==> src/rtl/uart_sleep_pkg.sv <==
package uart_sleep_pkg;
    typedef enum logic [0:0] {
        PWR_RUN  = 1'b0,
        PWR_DOZE = 1'b1
    } pwr_state_e;

    localparam int MODEM_BITS = 4;
endpackage

==> src/rtl/usc_rx_sync.sv <==
module usc_rx_sync #(
    parameter int NCH = 2
) (
    input  logic           clk_i,
    input  logic           rst_ni,
    input  logic [NCH-1:0] pin_i,
    output logic [NCH-1:0] pin_o
);
    for (genvar g = 0; g < NCH; g++) begin : g_sync
        logic [1:0] stg_d, stg_q;

        always_comb begin
            stg_d = {stg_q[0], pin_i[g]};
        end

        always_ff @(posedge clk_i or negedge rst_ni) begin
            if (!rst_ni) stg_q <= 2'b11;
            else         stg_q <= stg_d;
        end

        assign pin_o[g] = stg_q[1];
    end
endmodule

==> src/rtl/usc_idle_eval.sv <==
module usc_idle_eval #(
    parameter int NCH   = 2,
    parameter int DIV_W = 16,
    parameter int MDM_W = 4
) (
    input  logic [NCH-1:0]       sleep_en_i,
    input  logic [NCH-1:0]       irq_pend_i,
    input  logic [NCH-1:0]       rx_empty_i,
    input  logic [NCH-1:0]       tx_empty_i,
    input  logic [NCH-1:0]       rx_sync_i,
    input  logic [NCH-1:0]       ir_mode_i,
    input  logic [NCH*DIV_W-1:0] divisor_i,
    input  logic [NCH*MDM_W-1:0] modem_chg_i,
    input  logic [NCH-1:0]       thr_wr_i,
    output logic [NCH-1:0]       ch_idle_o,
    output logic                 all_idle_o
);
    for (genvar g = 0; g < NCH; g++) begin : g_ch
        logic rx_quiet, div_ok, mdm_quiet;

        // The idle RX level is the inverse of the infrared-mode bit.
        assign rx_quiet  = rx_sync_i[g] ^ ir_mode_i[g];
        assign div_ok    = |divisor_i[g*DIV_W +: DIV_W];
        assign mdm_quiet = ~|modem_chg_i[g*MDM_W +: MDM_W];

        assign ch_idle_o[g] = sleep_en_i[g] & ~irq_pend_i[g] & rx_empty_i[g]
                            & tx_empty_i[g] & ~thr_wr_i[g] & rx_quiet
                            & div_ok & mdm_quiet;
    end

    assign all_idle_o = &ch_idle_o;
endmodule

==> src/rtl/uart_sleep_ctrl.sv <==
module uart_sleep_ctrl
    import uart_sleep_pkg::*;
#(
    parameter int NCH      = 2,
    parameter int DIV_W    = 16,
    parameter int SETTLE_W = 8
) (
    input  logic                             clk_i,
    input  logic                             rst_ni,
    input  logic [SETTLE_W-1:0]              settle_len_i,
    input  logic [NCH-1:0]                   sleep_en_i,
    input  logic [NCH-1:0]                   irq_pend_i,
    input  logic [NCH-1:0]                   rx_empty_i,
    input  logic [NCH-1:0]                   tx_empty_i,
    input  logic [NCH-1:0]                   rx_pin_i,
    input  logic [NCH-1:0]                   ir_mode_i,
    input  logic [NCH*DIV_W-1:0]             divisor_i,
    input  logic [NCH*MODEM_BITS-1:0]        modem_chg_i,
    input  logic [NCH-1:0]                   thr_wr_i,
    input  logic [NCH-1:0]                   wake_ind_en_i,
    input  logic [NCH-1:0]                   isr_rd_i,
    output logic                             osc_en_o,
    output logic                             asleep_o,
    output logic [NCH-1:0]                   wake_irq_o
);
    localparam logic [SETTLE_W-1:0] CNT_ONE = {{(SETTLE_W-1){1'b0}}, 1'b1};

    typedef struct packed {
        pwr_state_e          st;
        logic [SETTLE_W-1:0] cnt;
        logic [NCH-1:0]      wirq;
    } ctl_t;

    logic [NCH-1:0] rx_sync;
    logic [NCH-1:0] ch_idle;
    logic           all_idle;
    logic           wake_set;
    ctl_t           ctl_d, ctl_q;

    usc_rx_sync #(.NCH(NCH)) i_rx_sync (
        .clk_i  (clk_i),
        .rst_ni (rst_ni),
        .pin_i  (rx_pin_i),
        .pin_o  (rx_sync)
    );

    usc_idle_eval #(.NCH(NCH), .DIV_W(DIV_W), .MDM_W(MODEM_BITS)) i_idle (
        .sleep_en_i  (sleep_en_i),
        .irq_pend_i  (irq_pend_i),
        .rx_empty_i  (rx_empty_i),
        .tx_empty_i  (tx_empty_i),
        .rx_sync_i   (rx_sync),
        .ir_mode_i   (ir_mode_i),
        .divisor_i   (divisor_i),
        .modem_chg_i (modem_chg_i),
        .thr_wr_i    (thr_wr_i),
        .ch_idle_o   (ch_idle),
        .all_idle_o  (all_idle)
    );

    always_comb begin
        ctl_d    = ctl_q;
        wake_set = 1'b0;
        unique case (ctl_q.st)
            PWR_DOZE: begin
                if (!all_idle) begin
                    ctl_d.st  = PWR_RUN;
                    ctl_d.cnt = settle_len_i;
                    wake_set  = 1'b1;
                end
            end
            PWR_RUN: begin
                if (ctl_q.cnt != '0)  ctl_d.cnt = ctl_q.cnt - CNT_ONE;
                else if (all_idle)    ctl_d.st  = PWR_DOZE;
            end
            default: ctl_d.st = PWR_RUN;
        endcase
        // A wake sets the indicator; a status read only clears it when no wake coincides.
        ctl_d.wirq = (ctl_q.wirq & ~isr_rd_i) | ({NCH{wake_set}} & wake_ind_en_i);
    end

    always_ff @(posedge clk_i or negedge rst_ni) begin
        if (!rst_ni) begin
            ctl_q.st   <= PWR_RUN;
            ctl_q.cnt  <= '0;
            ctl_q.wirq <= '0;
        end else begin
            ctl_q <= ctl_d;
        end
    end

    assign asleep_o   = (ctl_q.st == PWR_DOZE);
    assign osc_en_o   = (ctl_q.st != PWR_DOZE);
    assign wake_irq_o = ctl_q.wirq;
endmodule

==> config.mk <==
export PLATFORM = sky130hd
export DESIGN_NAME = uart_sleep_ctrl
export DESIGN_NICKNAME = d
export VERILOG_FILES = /design/src/rtl/uart_sleep_pkg.sv /design/src/rtl/usc_rx_sync.sv /design/src/rtl/usc_idle_eval.sv /design/src/rtl/uart_sleep_ctrl.sv
export SDC_FILE = /design/constraint.sdc
export NUM_CORES = 1
export LEC_CHECK = 0
export BUFFER_PORTS_ARGS = -buffer_cell sky130_fd_sc_hd__buf_2
export CORE_MARGIN = 1
export CORE_UTILIZATION = 41
export CTS_CLUSTER_SIZE = 12
export DETAILED_ROUTE_END_ITERATION = 12
export MAX_ROUTING_LAYER = met4
export PLACE_DENSITY_LB_ADDON = 0.3
export SYNTH_ARGS = -nofsm -noshare
export SYNTH_HDL_FRONTEND = slang
export SYNTH_SLANG_ARGS = --single-unit
export TNS_END_PERCENT = 100
==> constraint.sdc <==
create_clock -name clk_i -period 3.1 [get_ports clk_i]
set_input_delay 0 -clock clk_i [delete_from_list [all_inputs] [get_ports clk_i]]
set_output_delay 0 -clock clk_i [all_outputs]
set_load 0.02 [all_outputs]
==> results list, run 1 <==
- Areal power density over the cells: 463.0 mW/mm^2
- Ratio of routed vias to standard cells: 5.119
* Setup repair after global routing missed its margin: false
- After clock tree synthesis, the clock-pin slew on the worst setup and hold paths is 0.09 ns.
- For this run, the post-layout net count is 237.
- Count of warnings emitted by yosys: 0
- Cell count after synthesis: 83
* Maximum number of pins on one net before global-route repair: 16
- Across the routed clock network, the largest skew measured is 0.001386 ns.
* Proportion of synthesized area in mux cells: 3.438%
* Transition time at the pin with the least slew margin: 0.6152 ns
- Count of nets left with antenna violations after detail routing: 0
* Die X-Extent: 48.15 um
- Buffers from clock root to sink, at most: 2
* Endpoint of the worst hold-timing path: ctl_q[5]
- Final Instance Area: 0.001384 mm^2
- Final weighted congestion in routability-driven placement: 0.7757
- CTS buffer count: 3
- The synthesized design contains 0 enable-type register cells.
* Outcome: completed
- In the final routed layout, each cell accounts on average for 11.95 um.
- Max-cap violations in this run came to 0.
- Of the total synthesized cell area, the portion taken by full adders, half adders and majority gates is 1.433%.
- Portion of the post-synthesis area used by sequential elements: 43.55%
* Post-CTS Setup Bufs: 0
- Each instance of the synthesized netlist takes up on average 10.52 um^2.
* Data arrival at the endpoint of the critical path: 2.29 ns
* Port-buffer cells: 71
- Summed over its instances, the top area cell type makes up 31.52% of the synthesized netlist area.
- In this run the tightest slew margin relative to its limit is 58.54%.
* Number of global-route vias before repair: 884
- Setup WS pre-CTS: 1.057 ns
* Number of top-level design ports: 72
- Fill count: 176
- Measured in cells, the most critical reg-to-reg path has a length of 6.
- The number of endpoints with negative hold slack in the final report is 0.
- Worst min-delay path category: primary input to register
* Leading post-synthesis cells by instance count: dfrtp_1 (11), nor4_1 (8), o21ai_0 (6)
- The completed layout was analyzed and its total power is 0.6407 mW.
- Summing the areas of all xor and xnor instances in the mapped netlist gives 2.006% of the synthesized area.
- Netlist area before placement: 873.3 um^2
* Register-to-register setup slack: 0.98 ns
- After synthesis, the netlist uses 37 different library cells.
* Area grow syn2layout: 58.45%
- For this block, the initial DRC count from the detailed router was 6.
- In the final timing run, aggregate negative setup slack is 0 ns.
- After layout, the worst setup slack is 0.9763 ns.
- Async set-or-reset flop fraction in the synthesized netlist: 100.0%
- Worst Path Class, Setup: register to register
- Placeable core area: 0.001982 mm^2
- Among all cell types in the netlist, the one instantiated most often is dfrtp_1.
* Post-synthesis cell type with the largest combined area: dfrtp_1
* Final period demand of the worst path: 2.124 ns
* Clock sink count: 15
- The synthesized netlist devotes 27.08% of its cell area to simple gates.
* Share of cells above drive strength 1: 51.50%
- DR DRC count: 0
- Initial Util: 44.07%
- Worst Hold Path Cells: 3
- Critical Path RT: 3.27 ns
- The first global-routing pass estimated 3.270 mm of wire.
- The number of nets in the synthesized netlist is 152.
* R2R Path Start: i_rx_sync.g_sync[1].stg_q[1]
- Detailed-route via count: 993
* Crit path max fanout: 12
* Endpoint of the worst register-to-register path: wake_irq_o[1]
- Across every metal layer, demand over resource in global routing totals 21.76%.
- By area, the combinational part of the netlist is dominated by simple AND/OR/NAND/NOR gates.
* Static power due to leakage: 0.6838 nW
- 0 antenna diodes ended up in the layout.
- The die covers 0.002318 mm^2.
* VDD IR-drop max: 439.7 uV
- The initial antenna violation count is 0.
- Worst hold slack across all endpoints: 0.02819 ns
* Endpoint kind of the worst setup timing path: register
* CP Launch Type: register
* Clock tree from TritonCTS: built
- Die boundary height: 48.15 um
* Root buffer cell: clkbuf_4
* Routed WL: 2.319 mm
* Number of max-slew violations in the final report: 0
- Worst-skew pair later-pin latency: 0.28 ns
- In this run, synthesis produced a sequential element count of 15.
- After layout, the worst path uses 68.51% of the clock period.
- By area the synthesized netlist is led by dfrtp_1 (32%), dfstp_2 (12%), nor4_1 (5.7%), mux2i_1 (3.4%), o21ai_0 (3.4%).
- In this run the number of H-tree levels came out at 1.
- Summing the areas of all compound-gate instances in the mapped netlist gives 17.34% of the synthesized area.
* Launch instance of the worst min-delay path: settle_len_i[3]
- Achievable clock frequency: 0.4709 GHz
- Setup violations remaining at the end of the flow were counted as 0.
- Once detailed placement completed, the half-perimeter wirelength came to 1.870 mm.
* Standard-cell row count: 16
- The first detailed-routing pass ran for 4 iterations.
- After detailed placement, the total cell area comes to 0.001236 mm^2.
* Most frequently used flop master after synthesis: dfrtp_1
- For this run the aggregate overflow at the end of global routing stands at 0.
[cells in the final DEF (no fill, tap or decap), drive strengths merged, types with 2 or more instances in the layout]
cell type and count:
dlygate4sd3 12, dfstp 4, o211ai 2, clkinv 2, nor4 9, nor3 4, xnor2 2, or4 5
mux2i 3, nand2 4, buf 71, clkbuf 3, o21ai 6, or3 2, dfrtp 11, a221o 2
nand4 3, inv 4, nor2 2
[report_power, final]
group / total [mW] / internal (mW) / switching, mW
clock: 0.108 / 0.0479 / 0.0599
combinational: 0.224 / 0.125 / 0.0992
sequential: 0.308 / 0.255 / 0.0533
total: 0.641 / 0.428 / 0.213
[cell type report]
type                            instances  area (um^2)  area share, %
Timing Repair Buffer                   83        475.5          34.36
Multi-Input combinational cell         60        447.9          32.37
Sequential cell                        15        380.4          27.49
Tap cell                               27        33.78          2.441
Clock buffer                            3        22.52          1.627
Inverter                                5        18.77          1.356
Clock inverter                          1        5.005         0.3617
[timing repair]
| action | in CTS | in global routing |
|---|---|---|
| endpoints found under the setup margin | 0 | 0 |
| endpoints found under the hold margin | 24 | 0 |
| hold buffers | 12 | 0 |
| gates resized for setup | 0 | 0 |
[worst max path at each step]
stage          cells after the start       endpoint                    startpoint  slack [ns]
2_1_floorplan                      4       ctl_q[2]                      asleep_o        1.28
3_3_place_gp                       5       ctl_q[7]                      ctl_q[7]        1.15
3_5_place_dp                       5       ctl_q[7]                      ctl_q[7]        1.06
4_1_cts                            6  wake_irq_o[0]  i_rx_sync.g_sync[1].stg_q[1]        0.97
5_1_grt                            6  wake_irq_o[1]  i_rx_sync.g_sync[1].stg_q[1]        0.76
6_report                           6  wake_irq_o[1]  i_rx_sync.g_sync[1].stg_q[1]        0.98
[cell families after synthesis]
family | count (synthesis)
and+or+nand+nor | 35
AOI/OAI and AO/OA | 19
DFF | 15
buffers and inverters | 8
muxes | 3
xor gates and xnor gates | 2
adders and majority gates | 1
[state kept, by name, indices dropped and copies added, names as in the netlist]
signal	cells
ctl_q	8
i_rx_sync.g_sync.stg_q	4
wake_irq_o	2
asleep_o	1
[worst max-delay path, cell delays in order, from the launching register on]
cell	delay, ns
dfstp_2	0.53
xnor2_1	0.05
nor3_1	0.29
a41oi_2	0.35
nand2_1	0.15
o21ai_0	0.08
dlygate4sd3_1	0.56
[metrics by stage]
stage	util [%]	instances
3_5_place_dp	62.37	178
3_3_place_gp	62.37	178
2_1_floorplan	-	83
6_report	69.82	194
4_1_cts	69.82	194
5_1_grt	69.82	194
[routing by layer]
| layer | track usage [%] | part of all wire, % | vias up |
|---|---|---|---|
| met1 | 19.06 | 38 | 452 |
| met2 | 42.93 | 53 | 43 |
| met3 | 3.704 | 7.6 | 2 |
| li1 | - | - | 496 |
| met5 | - | 0 | - |
| met4 | 11.11 | 0.60 | 0 |
Power figures use the tool's default switching activity.
==> inputs of run 2 (changes only) <==
--- a/config.mk
+++ b/config.mk
@@ -7,7 +7,7 @@
 export LEC_CHECK = 0
 export BUFFER_PORTS_ARGS = -buffer_cell sky130_fd_sc_hd__buf_2
 export CORE_MARGIN = 1
-export CORE_UTILIZATION = 41
+export CORE_UTILIZATION = 38
 export CTS_CLUSTER_SIZE = 12
 export DETAILED_ROUTE_END_ITERATION = 12
 export MAX_ROUTING_LAYER = met4
==> constraint.sdc (replaced) <==
create_clock -name clk_i -period 2.2 [get_ports clk_i]
set_input_delay 0 -clock clk_i [delete_from_list [all_inputs] [get_ports clk_i]]
set_output_delay 0 -clock clk_i [all_outputs]
set_load 0.02 [all_outputs]
==> run 2 against run 1 <==
  * The run now ends with negative hold slack left
  * Global-route usage is 2.3 points higher
  * Design area is 2.2% higher
  * Cell count up 1.0%
  * Critical path type unchanged
  * Largest cell class unchanged
==> results list, run 2 (synthesis gave the netlist of run 1 again) <==
- The min-delay analysis places its worst path in the category primary input to register.
- Count of nets left with antenna violations after detail routing: 0
* Ratio of routed vias to standard cells: 5.260
- Worst Path Class, Setup: register to register
* Antenna violations before repair: 0
- Clock slew at reported path FFs: 0.10 ns
- Share of cells above drive strength 1: 52.07%
- Area grow syn2layout: 61.89%
- After detailed routing, the average wire length per cell comes to 13.48 um.
- The repair_antennas step left the layout with diodes totalling 0.
- For the final database, setup skew stands at 0.005620 ns.
- Cell Count, Final, Fillers Out: 196
- Buffers from clock root to sink, at most: 2
* Highest metal layer used by the detailed router: met4
- The final reports fail on negative hold slack.
- Crit path max-delay cell type: dlygate4sd3_1
* Final setup TNS: 0 ns
- CP Launch Type: register
* Normalized max-slew margin: 74.74%
- Maximum single-stage delay on the critical path: 0.57 ns
* Cell count after placement: 180
* Standard-cell row count: 16
- Tot GR Track Use: 24.02%
- Fill count: 177
- Entering global routing, the biggest net connects 16 pins.
- Once the floorplan was initialized, standard cells occupied 42.35% of the core.
* Crit path max fanout: 12
- Launch instance of the worst min-delay path: settle_len_i[2]
- Placeable core area: 0.002062 mm^2
- Total global routing overflow: 0
- The critical path goes through xnor2_1, nor3_2, a41oi_4, nand2_1, o21ai_0, dlygate4sd3_1.
- Root buffer cell: clkbuf_4
- Die X-Extent: 49.94 um
- Max FFs per register: 8
- After detailed routing, the number of remaining DRC violations is 0.
- Based on the critical path, the design can be clocked at up to 0.4997 GHz.
- Routed length on met1: 906 um
- Reg with most FFs: ctl_q
* Commonest cells after routing, fill and taps aside: buf_2 (71), dlygate4sd3_1 (12), dfrtp_1 (11)
* Post-route core utilization: 68.57%
* Number of design-rule violations left by the first detailed-router iteration: 17
* Endpoint kind of the worst setup timing path: register
- The final critical path takes up 90.97% of the cycle.
- Setup repair after global routing left no endpoint under its margin.
- Worst hold slack across all endpoints: -0.01187 ns
* Wire length of the first global-routing pass: 4.284 mm
- From bottom edge to top edge, the die measures 49.94 um.
* Start point of the critical path: i_rx_sync.g_sync[1].stg_q[1]
- At the later pin of the worst-skew pair, clock insertion delay measures 0.30 ns.
- The die covers 0.002494 mm^2.
- Setup-violating endpoint count in the final report: 0
* VDD IR-drop max: 502.8 uV
* Number of hold-slack violations in the final timing report: 1
- Detailed-route via count: 1031
* Nets: 239
- Buffers placed on the I/O ports in this run total 71.
- Clock tree from TritonCTS: built
- Detailed placement finished with a half-perimeter wire length of 1.944 mm.
- Maximum level of the CTS H-tree: 1
* R2R Path Start: i_rx_sync.g_sync[1].stg_q[1]
- Routed WL: 2.642 mm
- STA puts the critical path data required time at 2.39 ns.
* Number of max-cap violations: 0
- Static power due to leakage: 0.6917 nW
- The number of buffers and inverters on the critical path is 1.
- At the pin with the least slew margin, the transition time is 0.3777 ns.
* Outcome: finished with violations
* Number of global-route vias before repair: 1085
- Before antenna repair, the detailed router went through 4 iterations.
* Number of max-slew violations in the final report: 0
* Kind of cell with the highest combined delay on the critical path: buffers and inverters
* Number of top-level design ports: 72
- Clock sink count: 15
- Summed over all nets, wire length on met3 after detailed routing comes to 201 um.
* CTS buffer count: 3
- The clock period could shrink to 2.001 ns.
- At the worst endpoint, the arrival time is 2.19 ns.
* Final weighted congestion in routability-driven placement: 0.8081
- Wire segments on met2 add up to 1.491 mm in the final route.
* Areal power density over the cells: 654.7 mW/mm^2
- Post-CTS Setup Bufs: 0
- Most common cell after layout, fill and taps aside: buf_2
[run 2: changes by cell type in the layout (fill, tap and decap cells not counted)]
cell,before,now
buf_4,0,2
nor3_1,4,3
clkinv_2,1,0
a41oi_4,0,1
clkbuf_1,0,1
nor3_2,0,1
a41oi_2,1,0
[run 2: worst paths after layout]
| path | endpoint | cells past startpoint | slack, ns |
|---|---|---|---|
| setup / recovery | wake_irq_o[1] | 6 | 0.20 |
| hold / removal | ctl_q[4] | 3 | -0.01 |
| setup reg to reg | wake_irq_o[1] | 6 | 0.20 |
| hold reg to reg | i_rx_sync.g_sync[1].stg_q[1] | 0 | 0.36 |
| max in group asynchronous | i_rx_sync.g_sync[0].stg_q[1] | 2 | 1.76 |
| min in group asynchronous | ctl_q[4] | 2 | 0.13 |
[run 2: routing by layer]
metal,up-vias,global-route usage [%]
met5,-,-
met2,56,49.32
met4,0,10.95
met3,5,4.012
li1,497,-
met1,473,20.15
[run 2: power breakdown]
| group | total (mW) | internal (mW) | leakage [nW] | switching, mW |
|---|---|---|---|---|
| clock | 0.169 | 0.0707 | 0.0150 | 0.0986 |
| sequential | 0.438 | 0.359 | 0.180 | 0.0784 |
| combinational | 0.319 | 0.179 | 0.497 | 0.140 |
| total | 0.926 | 0.609 | 0.692 | 0.317 |
[run 2: stage by stage]
step / cell area [um^2] / setup WS (ns) / total power [mW]
finish: 1414 / 0.1987 / 0.9256
global route: 1414 / 0.06482 / 0.9896
CTS: 1398 / 0.07926 / 0.9206
detailed placement: 1251 / 0.2509 / 0.7464
global placement: 1251 / 0.3130 / 0.7223
floorplan: 873.3 / 0.3768 / 0.6212
[run 2: repair_timing]
action | 4_1_cts | 5_1_grt
gates resized for setup | 0 | 2
setup endpoints to repair | 0 | 2
endpoints found under the hold margin | 24 | 0
hold buffers | 12 | 0
[run 2: worst min-delay path: stages]
cell and delay (ns):
buf_2 0.07, o2bb2ai_1 0.10, a21o_1 0.08
[run 2: final cells by class]
| cell class | instances | area [um^2] | area share, % |
|---|---|---|---|
| Sequential cell | 15 | 380.4 | 26.90 |
| Clock buffer | 4 | 26.28 | 1.858 |
| Timing Repair Buffer | 85 | 490.5 | 34.69 |
| Tap cell | 27 | 33.78 | 2.389 |
| Multi-Input combinational cell | 60 | 464.2 | 32.83 |
| Inverter | 5 | 18.77 | 1.327 |
==> inputs of run 3 (changes only) <==
--- a/config.mk
+++ b/config.mk
@@ -7,12 +7,13 @@
 export LEC_CHECK = 0
 export BUFFER_PORTS_ARGS = -buffer_cell sky130_fd_sc_hd__buf_2
 export CORE_MARGIN = 1
-export CORE_UTILIZATION = 38
+export CORE_UTILIZATION = 40
 export CTS_CLUSTER_SIZE = 12
 export DETAILED_ROUTE_END_ITERATION = 12
 export MAX_ROUTING_LAYER = met4
 export PLACE_DENSITY_LB_ADDON = 0.3
 export SYNTH_ARGS = -nofsm -noshare
 export SYNTH_HDL_FRONTEND = slang
+export SYNTH_HIERARCHICAL = 1
 export SYNTH_SLANG_ARGS = --single-unit
 export TNS_END_PERCENT = 100
==> run 3 against run 2 <==
  * The run now ends clean
  * Sequential share of layout area decreased by 0.74 points
  * Critical path depth is 1 lower
  * Largest cell class is now multi-input combinational cells
  * Hold slack gained 0.046 ns
  * Critical endpoint is now ctl_q[3]
  * Sequential power shrank 35%
==> results list, run 3 <==
* Maximum single-stage delay on the critical path: 0.54 ns
* Port-buffer cells: 71
- Die boundary height: 51.37 um
- The count of nets left with antenna violations once routing finished came out at 0.
- Based on the critical path, the design can be clocked at up to 0.5287 GHz.
- Entering global routing, the biggest net connects 16 pins.
- Inserted Diodes: 0
- Static power due to leakage: 0.6506 nW
* Area of combinational cells with multiple inputs: 519.2 um^2
- The first global-routing pass estimated 4.319 mm of wire.
* Number of top-level design ports: 72
- In the final timing run, aggregate negative setup slack is 0 ns.
- After legalization and detailed placement, the total HPWL measured 2.056 mm.
- Final period demand of the worst path: 1.891 ns
- Cts repair resizes: 0
- Including well taps, the total number of placed cells is 195.
- The detailed router finished its first iteration with 13 violations.
* Setup repair after global routing missed its margin: false
* Netlist area before placement: 974.7 um^2
* Cell count after synthesis: 102
- In this run the horizontal extent of the chip is 51.37 um.
* Share of cells above drive strength 1: 47.51%
- Number of hold buffers added after CTS: 10
* Skew final: 0.006921 ns
* Total global routing overflow: 0
- Data on the critical path arrives at its endpoint at 2.08 ns.
- Worst hold slack across all endpoints: 0.03405 ns
- The initial antenna violation count came to 0.
- Buffers inserted during clock tree synthesis total 3.
* DR DRC count: 0
- Number of hold-slack violations in the final timing report: 0
- IR analysis of the VDD net gives a maximum drop of 372.4 uV.
- Of the available clock period, the critical path in the final layout requires 85.97%.
- The run finished with clean final reports.
* Count of warnings emitted by yosys: 6
- Clock slew at reported path FFs: 0.09 ns
- For this design, the slowest cell found on the critical path is or3b_2.
- Commonest cells after routing, fill and taps aside: buf_2 (71), dfrtp_1 (11), dlygate4sd3_1 (10)
- Setup-violating endpoint count in the final report: 0
* Final Instance Area: 0.001454 mm^2
* Standard-cell row count: 17
- In the post-route analysis, the smallest setup slack over all paths is 0.3086 ns.
- Tot GR Track Use: 22.71%
- Number of global-route vias before repair: 1076
- Root buffer cell: clkbuf_4
* Post-Synthesis Net Count: 172
- The count of final max-slew check failures came to 0.
- Final routed wire length divided by cell count: 12.89 um
* Worst min-delay path category: primary input to register
- Of all nets on the critical path, the largest fanout is 8.
- Clock sink count: 15
* Most common cell after layout, fill and taps aside: buf_2
- Routed WL: 2.693 mm
- The layout has 195 filler cells.
- Endpoint kind of the worst setup timing path: register
- Number of max-cap violations: 0
* Initial Util: 43.23%
- Areal power density over the cells: 365.9 mW/mm^2
- Normalized max-slew margin: 71.66%
* Area grow syn2layout: 49.17%
- Placed Area: 0.001328 mm^2
- In this run the deepest clock path goes through 2 buffers.
- The sequential cells in the finished layout cover a total of 380.4 um^2.
* Ratio of routed vias to standard cells: 5.287
* CP Launch Type: register
- Clock tree from TritonCTS: built
* Post-CTS Setup Bufs: 0
* Reg with most FFs: ctl_q
- Avg Synthesized Cell Area: 9.556 um^2
- The routed layout has 1105 vias.
* Setup WS pre-CTS: 0.3084 ns
* Critical Path RT: 2.39 ns
- The congestion estimate from routability-driven global placement came to 0.8886.
* Nets: 252
* Worst Path Class, Setup: register to register
- The floorplan step defined a die boundary enclosing 0.002638 mm^2.
- At the pin with the least slew margin, the transition time is 0.4243 ns.
* Worst-skew pair later-pin latency: 0.29 ns
- Excluding fillers, the count of instances in the completed layout stands at 209.
- Ordered list of cells on the worst path: inv_1, ha_1, or3b_2, or2_0, a311oi_1
- For this run, the detailed router's first-pass iteration total came to 4.
* Placeable core area: 0.002255 mm^2
- Max FFs per register: 8
* Maximum level of the CTS H-tree: 1
[run 3: cell types whose count changed in the layout (fill, tap and decap cells not counted), sizes merged, moves of 3 or more]
cell	before	now
nand3	0	3
nor3	4	1
nor4b	0	4
nand2	4	8
[run 3: path summary, 6_finish.rpt]
| path | startpoint | to | slack [ns] | cells past startpoint |
|---|---|---|---|---|
| max | ctl_q[2] | ctl_q[3] | 0.31 | 5 |
| min | settle_len_i[6] | ctl_q[8] | 0.03 | 3 |
| max reg2reg | ctl_q[2] | ctl_q[3] | 0.31 | 5 |
| min reg2reg | i_rx_sync/g_sync[1].stg_q[0] | i_rx_sync/g_sync[1].stg_q[1] | 0.36 | 0 |
| max in group asynchronous | rst_ni | i_rx_sync/g_sync[0].stg_q[1] | 1.77 | 2 |
| min in group asynchronous | rst_ni | ctl_q[3] | 0.14 | 2 |
[run 3: power by group]
group / switching [mW] / internal [mW] / leakage [nW]
combinational: 0.0295 / 0.0609 / 0.465
clock: 0.0869 / 0.0705 / 0.0150
sequential: 0.00167 / 0.283 / 0.171
[run 3: metrics by stage]
stage                     total power, mW  utilization (%)
after floorplan                    0.3030                -
after global placement             0.3640            58.88
after detailed placement           0.3655            58.88
after CTS                          0.5361            64.48
after global routing               0.5562            64.48
final                              0.5320            64.48
[run 3: critical path, delay by kind of cell (launching register included)]
family / cells / cell delay [ns]
fa+ha+maj: 1 / 0.18
flops: 1 / 0.42
buf+inv: 1 / 0.09
simple gates: 2 / 0.79
compound gates: 1 / 0.30
[run 3: metal layers]
layer | vias up | track usage (%) | wire [um]
li1 | 541 | - | -
met1 | 516 | 22.08 | 1002
met2 | 44 | 43.72 | 1451
met3 | 4 | 6.250 | 216
met4 | 0 | 5.405 | 22
met5 | - | - | 0
[run 3: final cells by class]
type / count / area share [%]
inverters: 6 / 1.549
well taps: 28 / 2.410
multi-input cells: 73 / 35.71
repair buffers: 83 / 32.36
flip-flops and latches: 15 / 26.16
clock buffers: 4 / 1.807
